[src/rtl/useq_pkg.sv]
package useq_pkg;
  localparam int CMP_W = 15;

  localparam logic [CMP_W-1:0] ADDR_KA = 15'h5555;
  localparam logic [CMP_W-1:0] ADDR_KB = 15'h2AAA;

  localparam logic [7:0] KEY_1      = 8'hAA;
  localparam logic [7:0] KEY_2      = 8'h55;
  localparam logic [7:0] CMD_PAGE   = 8'hA0;
  localparam logic [7:0] CMD_ID_IN  = 8'h90;
  localparam logic [7:0] CMD_ID_OUT = 8'hF0;
  localparam logic [7:0] CMD_EXT    = 8'h80;
  localparam logic [7:0] EXT_ERASE  = 8'h10;
  localparam logic [7:0] EXT_UNPROT = 8'h20;
  localparam logic [7:0] EXT_ID_IN  = 8'h60;

  localparam logic [7:0] ID_MAKER  = 8'hBF;
  localparam logic [7:0] ID_DEVICE = 8'h07;

  typedef enum logic [2:0] {
    ST_IDLE,
    ST_K1,
    ST_K2,
    ST_X3,
    ST_X4,
    ST_X5,
    ST_LOAD
  } seq_state_e;
endpackage

[src/rtl/useq_timer.sv]
module useq_timer #(
  parameter int LIMIT = 16
) (
  input  logic clk_i,
  input  logic rst_ni,
  input  logic load_i,
  output logic active_o
);
  localparam int W = $clog2(LIMIT + 1);

  logic [W-1:0] cnt_q;

  always_ff @(posedge clk_i or negedge rst_ni) begin
    if (!rst_ni)               cnt_q <= '0;
    else if (load_i)           cnt_q <= W'(LIMIT);
    else if (cnt_q != '0)      cnt_q <= cnt_q - W'(1);
  end

  assign active_o = (cnt_q != '0);

  p_count_down_r9: assert property (@(posedge clk_i) disable iff (!rst_ni)
    (cnt_q != '0 && !load_i) |=> (cnt_q == $past(cnt_q) - W'(1)));

  p_load_full_r1: assert property (@(posedge clk_i) disable iff (!rst_ni)
    load_i |=> (cnt_q == W'(LIMIT)));
endmodule

[src/rtl/useq_fsm.sv]
module useq_fsm
  import useq_pkg::*;
(
  input  logic             clk_i,
  input  logic             rst_ni,
  input  logic             wr_valid_i,
  input  logic [CMP_W-1:0] wr_addr_i,
  input  logic [7:0]       wr_data_i,
  input  logic             busy_i,
  input  logic             win_active_i,
  output logic             win_load_o,
  output logic             reject_now_o,
  output logic             prot_o,
  output logic             id_mode_o,
  output logic             page_open_o,
  output logic             page_wr_o,
  output logic             erase_o,
  output logic             unprot_o,
  output logic             reject_o
);
  seq_state_e state_q, state_n;
  logic prot_q, prot_n, id_q, id_n;
  logic open_n, wr_n, erase_n, unprot_n, rej_n;
  logic fire, hit_k1, hit_k2, at_ka, use_judge;

  // Judgment of a write taken as a first step
  seq_state_e j_state;
  logic j_open, j_rej;

  assign fire   = wr_valid_i & ~busy_i;
  assign at_ka  = (wr_addr_i == ADDR_KA);
  assign hit_k1 = at_ka && (wr_data_i == KEY_1);
  assign hit_k2 = (wr_addr_i == ADDR_KB) && (wr_data_i == KEY_2);

  always_comb begin
    j_open  = 1'b0;
    j_rej   = 1'b0;
    j_state = ST_IDLE;
    if (hit_k1) begin
      j_state = ST_K1;
    end else if (!prot_q) begin
      j_state = ST_LOAD;
      j_open  = 1'b1;
    end else begin
      j_rej = 1'b1;
    end
  end

  always_comb begin
    state_n    = state_q;
    prot_n     = prot_q;
    id_n       = id_q;
    open_n     = 1'b0;
    wr_n       = 1'b0;
    erase_n    = 1'b0;
    unprot_n   = 1'b0;
    rej_n      = 1'b0;
    win_load_o = 1'b0;
    use_judge  = 1'b0;
    if (fire) begin
      unique case (state_q)
        ST_IDLE: use_judge = 1'b1;
        ST_K1: begin
          if (hit_k2) state_n = ST_K2;
          else        use_judge = 1'b1;
        end
        ST_K2: begin
          if (!at_ka) begin
            use_judge = 1'b1;
          end else begin
            unique case (wr_data_i)
              CMD_PAGE: begin
                prot_n     = 1'b1;
                open_n     = 1'b1;
                win_load_o = 1'b1;
                state_n    = ST_LOAD;
              end
              CMD_ID_IN:  begin id_n = 1'b1; state_n = ST_IDLE; end
              CMD_ID_OUT: begin id_n = 1'b0; state_n = ST_IDLE; end
              CMD_EXT:    state_n = ST_X3;
              default:    use_judge = 1'b1;
            endcase
          end
        end
        ST_X3: begin
          if (hit_k1) state_n = ST_X4;
          else        use_judge = 1'b1;
        end
        ST_X4: begin
          if (hit_k2) state_n = ST_X5;
          else        use_judge = 1'b1;
        end
        ST_X5: begin
          if (!at_ka) begin
            use_judge = 1'b1;
          end else begin
            unique case (wr_data_i)
              EXT_ERASE:  begin erase_n = 1'b1; state_n = ST_IDLE; end
              EXT_UNPROT: begin unprot_n = 1'b1; prot_n = 1'b0; state_n = ST_IDLE; end
              EXT_ID_IN:  begin id_n = 1'b1; state_n = ST_IDLE; end
              default:    use_judge = 1'b1;
            endcase
          end
        end
        ST_LOAD: begin
          wr_n       = 1'b1;
          win_load_o = 1'b1;
        end
        default: state_n = ST_IDLE;
      endcase
      if (use_judge) begin
        state_n    = j_state;
        open_n     = j_open;
        wr_n       = j_open;
        win_load_o = j_open;
        rej_n      = j_rej;
      end
    end else if (state_q == ST_LOAD && !win_active_i) begin
      state_n = ST_IDLE;
    end
  end

  assign reject_now_o = rej_n;

  always_ff @(posedge clk_i or negedge rst_ni) begin
    if (!rst_ni) begin
      state_q     <= ST_IDLE;
      prot_q      <= 1'b0;
      id_q        <= 1'b0;
      page_open_o <= 1'b0;
      page_wr_o   <= 1'b0;
      erase_o     <= 1'b0;
      unprot_o    <= 1'b0;
      reject_o    <= 1'b0;
    end else begin
      state_q     <= state_n;
      prot_q      <= prot_n;
      id_q        <= id_n;
      page_open_o <= open_n;
      page_wr_o   <= wr_n;
      erase_o     <= erase_n;
      unprot_o    <= unprot_n;
      reject_o    <= rej_n;
    end
  end

  assign prot_o    = prot_q;
  assign id_mode_o = id_q;

  p_busy_freezes_r10: assert property (@(posedge clk_i) disable iff (!rst_ni)
    (busy_i && wr_valid_i) |=> (state_q == $past(state_q)));

  p_id_moves_on_write_r3: assert property (@(posedge clk_i) disable iff (!rst_ni)
    !wr_valid_i |=> (id_q == $past(id_q)));

  p_erase_keeps_prot_r5: assert property (@(posedge clk_i) disable iff (!rst_ni)
    erase_o |-> (prot_q == $past(prot_q)));
endmodule

[src/rtl/useq_id_resp.sv]
module useq_id_resp
  import useq_pkg::*;
(
  input  logic       clk_i,
  input  logic       rst_ni,
  input  logic       id_mode_i,
  input  logic       rd_valid_i,
  input  logic       rd_lsb_i,
  output logic       id_valid_o,
  output logic [7:0] id_data_o
);
  always_ff @(posedge clk_i or negedge rst_ni) begin
    if (!rst_ni) begin
      id_valid_o <= 1'b0;
      id_data_o  <= 8'h00;
    end else begin
      id_valid_o <= rd_valid_i & id_mode_i;
      if (rd_valid_i && id_mode_i) id_data_o <= rd_lsb_i ? ID_DEVICE : ID_MAKER;
    end
  end
endmodule

[src/rtl/unlock_seq_decoder.sv]
module unlock_seq_decoder
  import useq_pkg::*;
#(
  parameter int ADDR_W         = 17,
  parameter int LOCKOUT_CYCLES = 16,
  parameter int LOAD_CYCLES    = 8
) (
  input  logic              clk_i,
  input  logic              rst_ni,
  input  logic              wr_valid_i,
  input  logic [ADDR_W-1:0] wr_addr_i,
  input  logic [7:0]        wr_data_i,
  input  logic              rd_valid_i,
  input  logic [ADDR_W-1:0] rd_addr_i,
  output logic              prot_en_o,
  output logic              id_mode_o,
  output logic              busy_o,
  output logic              page_open_o,
  output logic              page_wr_o,
  output logic              erase_start_o,
  output logic              unprot_start_o,
  output logic              wr_reject_o,
  output logic              id_valid_o,
  output logic [7:0]        id_data_o
);
  logic win_load, win_active, reject_now;

  // Upper address bits are don't-care by definition
  logic unused_hi;
  assign unused_hi = ^{wr_addr_i[ADDR_W-1:CMP_W], rd_addr_i[ADDR_W-1:1]};

  useq_fsm u_fsm (
    .clk_i       (clk_i),
    .rst_ni      (rst_ni),
    .wr_valid_i  (wr_valid_i),
    .wr_addr_i   (wr_addr_i[CMP_W-1:0]),
    .wr_data_i   (wr_data_i),
    .busy_i      (busy_o),
    .win_active_i(win_active),
    .win_load_o  (win_load),
    .reject_now_o(reject_now),
    .prot_o      (prot_en_o),
    .id_mode_o   (id_mode_o),
    .page_open_o (page_open_o),
    .page_wr_o   (page_wr_o),
    .erase_o     (erase_start_o),
    .unprot_o    (unprot_start_o),
    .reject_o    (wr_reject_o)
  );

  useq_timer #(.LIMIT(LOCKOUT_CYCLES)) u_lockout (
    .clk_i   (clk_i),
    .rst_ni  (rst_ni),
    .load_i  (reject_now),
    .active_o(busy_o)
  );

  useq_timer #(.LIMIT(LOAD_CYCLES)) u_window (
    .clk_i   (clk_i),
    .rst_ni  (rst_ni),
    .load_i  (win_load),
    .active_o(win_active)
  );

  useq_id_resp u_id (
    .clk_i     (clk_i),
    .rst_ni    (rst_ni),
    .id_mode_i (id_mode_o),
    .rd_valid_i(rd_valid_i),
    .rd_lsb_i  (rd_addr_i[0]),
    .id_valid_o(id_valid_o),
    .id_data_o (id_data_o)
  );

  p_reject_busy_r9: assert property (@(posedge clk_i) disable iff (!rst_ni)
    wr_reject_o |-> (busy_o && prot_en_o));

  p_unprot_clears_r6: assert property (@(posedge clk_i) disable iff (!rst_ni)
    unprot_start_o |-> !prot_en_o);

  p_one_cmd_r12: assert property (@(posedge clk_i) disable iff (!rst_ni)
    $onehot0({page_open_o, erase_start_o, unprot_start_o, wr_reject_o}));

  p_id_only_in_mode_r4: assert property (@(posedge clk_i) disable iff (!rst_ni)
    (rd_valid_i && !id_mode_o) |=> !id_valid_o);
endmodule

[config.mk]
export PLATFORM = sky130hd
export DESIGN_NAME = unlock_seq_decoder
export DESIGN_NICKNAME = d
export VERILOG_FILES = /design/src/rtl/useq_pkg.sv /design/src/rtl/useq_timer.sv /design/src/rtl/useq_fsm.sv /design/src/rtl/useq_id_resp.sv /design/src/rtl/unlock_seq_decoder.sv
export SDC_FILE = /design/constraint.sdc
export NUM_CORES = 1
export LEC_CHECK = 0
export BUFFER_PORTS_ARGS = -buffer_cell sky130_fd_sc_hd__buf_2
export CORE_MARGIN = 3
export CORE_UTILIZATION = 40
export DETAILED_ROUTE_END_ITERATION = 7
export PLACE_DENSITY = 0.82
export SYNTH_ARGS = -nofsm -noshare
export SYNTH_HDL_FRONTEND = slang
export SYNTH_SLANG_ARGS = --single-unit
[constraint.sdc]
create_clock -name clk_i -period 1.8 [get_ports clk_i]
set_input_delay 0.27 -clock clk_i [delete_from_list [all_inputs] [get_ports clk_i]]
set_output_delay 0.27 -clock clk_i [all_outputs]
set_load 0.01 [all_outputs]
==> flow_summary_export.csv <==
group,metric,value,unit
clock_tree,cts_num_sinks,22,
detailed_routing,vias,1522,
worst_setup_path,crit_fanout,7,
placed_design,dp_cells,274,
placed_design,routabilityCongestion,0.959,
clock_tree,cts.clk_slew.worst_paths,70,ps
clock_tree,clock_latency,250,ps
worst_setup_path,critPathMaxStageDelay,440,ps
worst_setup_path,critPathArrivalTime,2060,ps
global_routing,antenna_found_initial,0,
detailed_routing,wl_met3,224,um
worst_setup_path,worstPathCellList,"buf_6 > or3b_4 > or4_4 > or4_4 > nand2_4 > a211oi_4 > a221o_1",
detailed_routing,drt_pre_antenna_iters,4,
detailed_routing,drc,0,
detailed_routing,drtAntennaViolNets,0,
global_routing,track_usage,17.8,%
power,powerDensity,935,nW/um^2
timing,hold_violations,0,
timing,clock_skew,4.51,ps
layout,antenna_cells,0,
worst_setup_path,end_kind,"register",
detailed_routing,route.detailed.wl_per_inst,13.8,um
detailed_routing,wl,3950,um
synth,synth_area,1490,sq um
power,leakage,1.07,nW
power,ir_worst_vdd,0.377,mV
status,violations,"setup timing",
die,ioPinCount,63,
die,dieArea,4500,sq um
die,start_util,43.0,%
worst_setup_path,slowest_stage,"or4_4",
global_routing,grt-ovfl-total,0,
power,power,2.08,mW
die,die_h,67.1,um
synth,synth_edf_count,0,
placed_design,dp_slack,-451,ps
detailed_routing,drtIter0Drc,61,
synth,synth_cells,163,
placed_design,hpwl,2950,um
worst_setup_path,startpoint_type,"input port",
layout,instances_no_fill,285,
synth,ys_warn_count,0,
worst_setup_path,cp.required,1940,ps
clock_tree,cts_buffers,3,
layout,syn_to_final_growth,49.0,%
synth,synth_nets,211,
detailed_routing,dr_wl_met2,2060,um
status,outcome,"complete, but fails checks",
layout,nNetsFinal,288,
worst_setup_path,cpMostUsedCell,"or4_4",
timing,slew_viol_final,0,
hold_path,hold_path.class,"input port to register",
worst_setup_path,path_class,"input port to register",
timing,timing.final.crit_share,107,%
die,rows,21,
synth,synth.avg_cell_area,9.15,sq um
clock_tree,htreeDepth,1,
synth,async_reset_ff_share,100,%
placed_design,portBuffers,43,
timing,rsz0062_at_grt,"true",
detailed_routing,via_per_inst,5.34,
synth,yosys_most_used_dff,"dfrtp_1",
layout,drive_above_1_share,49.0,%
detailed_routing,routedLengthMet1,1580,um
timing,setup_viol,12,
timing,setup_ws,-118,ps
layout,fill_cells,297,
run,maxCapViolCount,0,
die,die_width,67.1,um
global_routing,grt_pass1_vias,1437,
die,coreArea,3470,sq um
timing,period_minus_slack,1920,ps
synth,synth_cell_types,49,
synth,yosysSeqAreaShare,36.9,%
global_routing,grt_max_degree,23,
detailed_routing,topRoutingLayerUsed,"met4",
clock_tree,max-clock-path-buffers,2,
timing,fmax,0.522,GHz
clock_tree,root_buffer,"clkbuf_8",
synth,synth_seq_cells,22,
global_routing,grt_pass1_wl,6150,um
clock_tree,cts_tree,"built",
power breakdown:
group / internal [mW] / total (mW) / switching [mW]
clock network: 0.194 / 0.335 / 0.141
registers: 0.593 / 0.685 / 0.0925
logic: 0.509 / 1.06 / 0.548
total: 1.30 / 2.08 / 0.781
kinds of logic after synthesis:
family / Yosys count / synth area share (%)
AOI/OAI and AO/OA: 30 / 15.1
xor gates and xnor gates: 4 / 2.35
adders and majority gates: 2 / 1.68
buffers and inverters: 18 / 6.63
DFF: 22 / 36.9
muxes: 1 / 0.755
other: 1 / 0.251
and+or+nand+nor: 85 / 36.3
routing by layer:
metal | GRT usage (%) | up-vias
li1 | - | 739
met2 | 32.0 | 57
met1 | 22.0 | 716
met3 | 1.35 | 10
met5 | 0 | -
met4 | 6.08 | 0
synth_stat cells (4+ instances only):
| master | count | area share [%] |
|---|---|---|
| dfrtp_1 | 22 | 37 |
| nand2_1 | 17 | 4.3 |
| nor2_1 | 14 | 3.5 |
| a21oi_1 | 10 | 3.4 |
| buf_4 | 8 | 4.0 |
| inv_1 | 8 | 2.0 |
| nor3_1 | 8 | 2.7 |
| o21ai_0 | 7 | 2.3 |
| nand3_1 | 4 | 1.3 |
| nand4bb_1 | 4 | 3.0 |
| nor2b_1 | 4 | 1.7 |
| nor3b_1 | 4 | 2.0 |
| xnor2_1 | 4 | 2.3 |
final cells by class:
cell class	instances	area (sq um)	area share (%)
clock buffer	4	55.1	2.48
inverter	8	30.0	1.35
multi-input combinational	123	986	44.4
sequential	22	551	24.8
tap	46	57.6	2.59
timing repair buffer	82	543	24.4
repair_timing:
item	CTS	global route
buffers inserted	2	5
hold buffers	1	0
cloned	0	0
pin swaps	7	13
setup endpoints to repair	13	17
endpoints found under the hold margin	22	0
gates resized for setup	4	28
final timing paths:
check,start,to,slack [ps],depth (start not counted)
worst max register to register,u_fsm.state_q[0],u_fsm.state_q[2],0,6
max in group asynchronous,rst_ni,u_id.id_valid_o,980,2
worst min-delay path,rd_addr_i[0],u_id.id_data_o[5],200,2
worst min register to register,u_id.id_data_o[2],u_id.id_data_o[2],510,1
min in group asynchronous,rst_ni,u_window.cnt_q[3],490,2
worst max-delay path,wr_addr_i[1],u_fsm.state_q[2],-120,7
per-stage QoR:
step                      setup TNS, ps  area (sq um)  util (%)  hold WS [ps]
after floorplan                   -1980          1510         -         -25.6
after global placement            -4250          1950      56.3           252
after detailed placement          -4600          1950      56.3           253
after CTS                          -304          2050      59.1           197
after global routing              -1440          2220      64.1           193
final                              -643          2220      64.1           199
layout by cell type (no fill, tap or decap), types with 6 or more instances in the layout:
master | netlist | layout
dfrtp_1 | 22 | 22
nor3_1 | 8 | 6
inv_1 | 8 | 6
nand2_1 | 17 | 16
nor2_1 | 14 | 11
buf_6 | 0 | 6
buf_2 | 1 | 39
buf_4 | 8 | 36
o21ai_0 | 7 | 7
a21oi_1 | 10 | 8
sequential cells by signal, summed over array words and instances (netlist names):
name,flops
u_id.id_valid_o,1
u_fsm.unprot_o,1
u_fsm.page_open_o,1
u_window.cnt_q,4
u_lockout.cnt_q,5
u_fsm.erase_o,1
u_fsm.page_wr_o,1
u_fsm.id_mode_o,1
u_id.id_data_o,2
u_fsm.reject_o,1
u_fsm.state_q,3
u_fsm.prot_o,1
critical path: cells and delay by family:
kind / cells / cell delay [ps]
buffers and inverters: 1 / 90
AOI/OAI and AO/OA: 2 / 320
and+or+nand+nor: 4 / 1380
(Power assumes the default switching activity.)
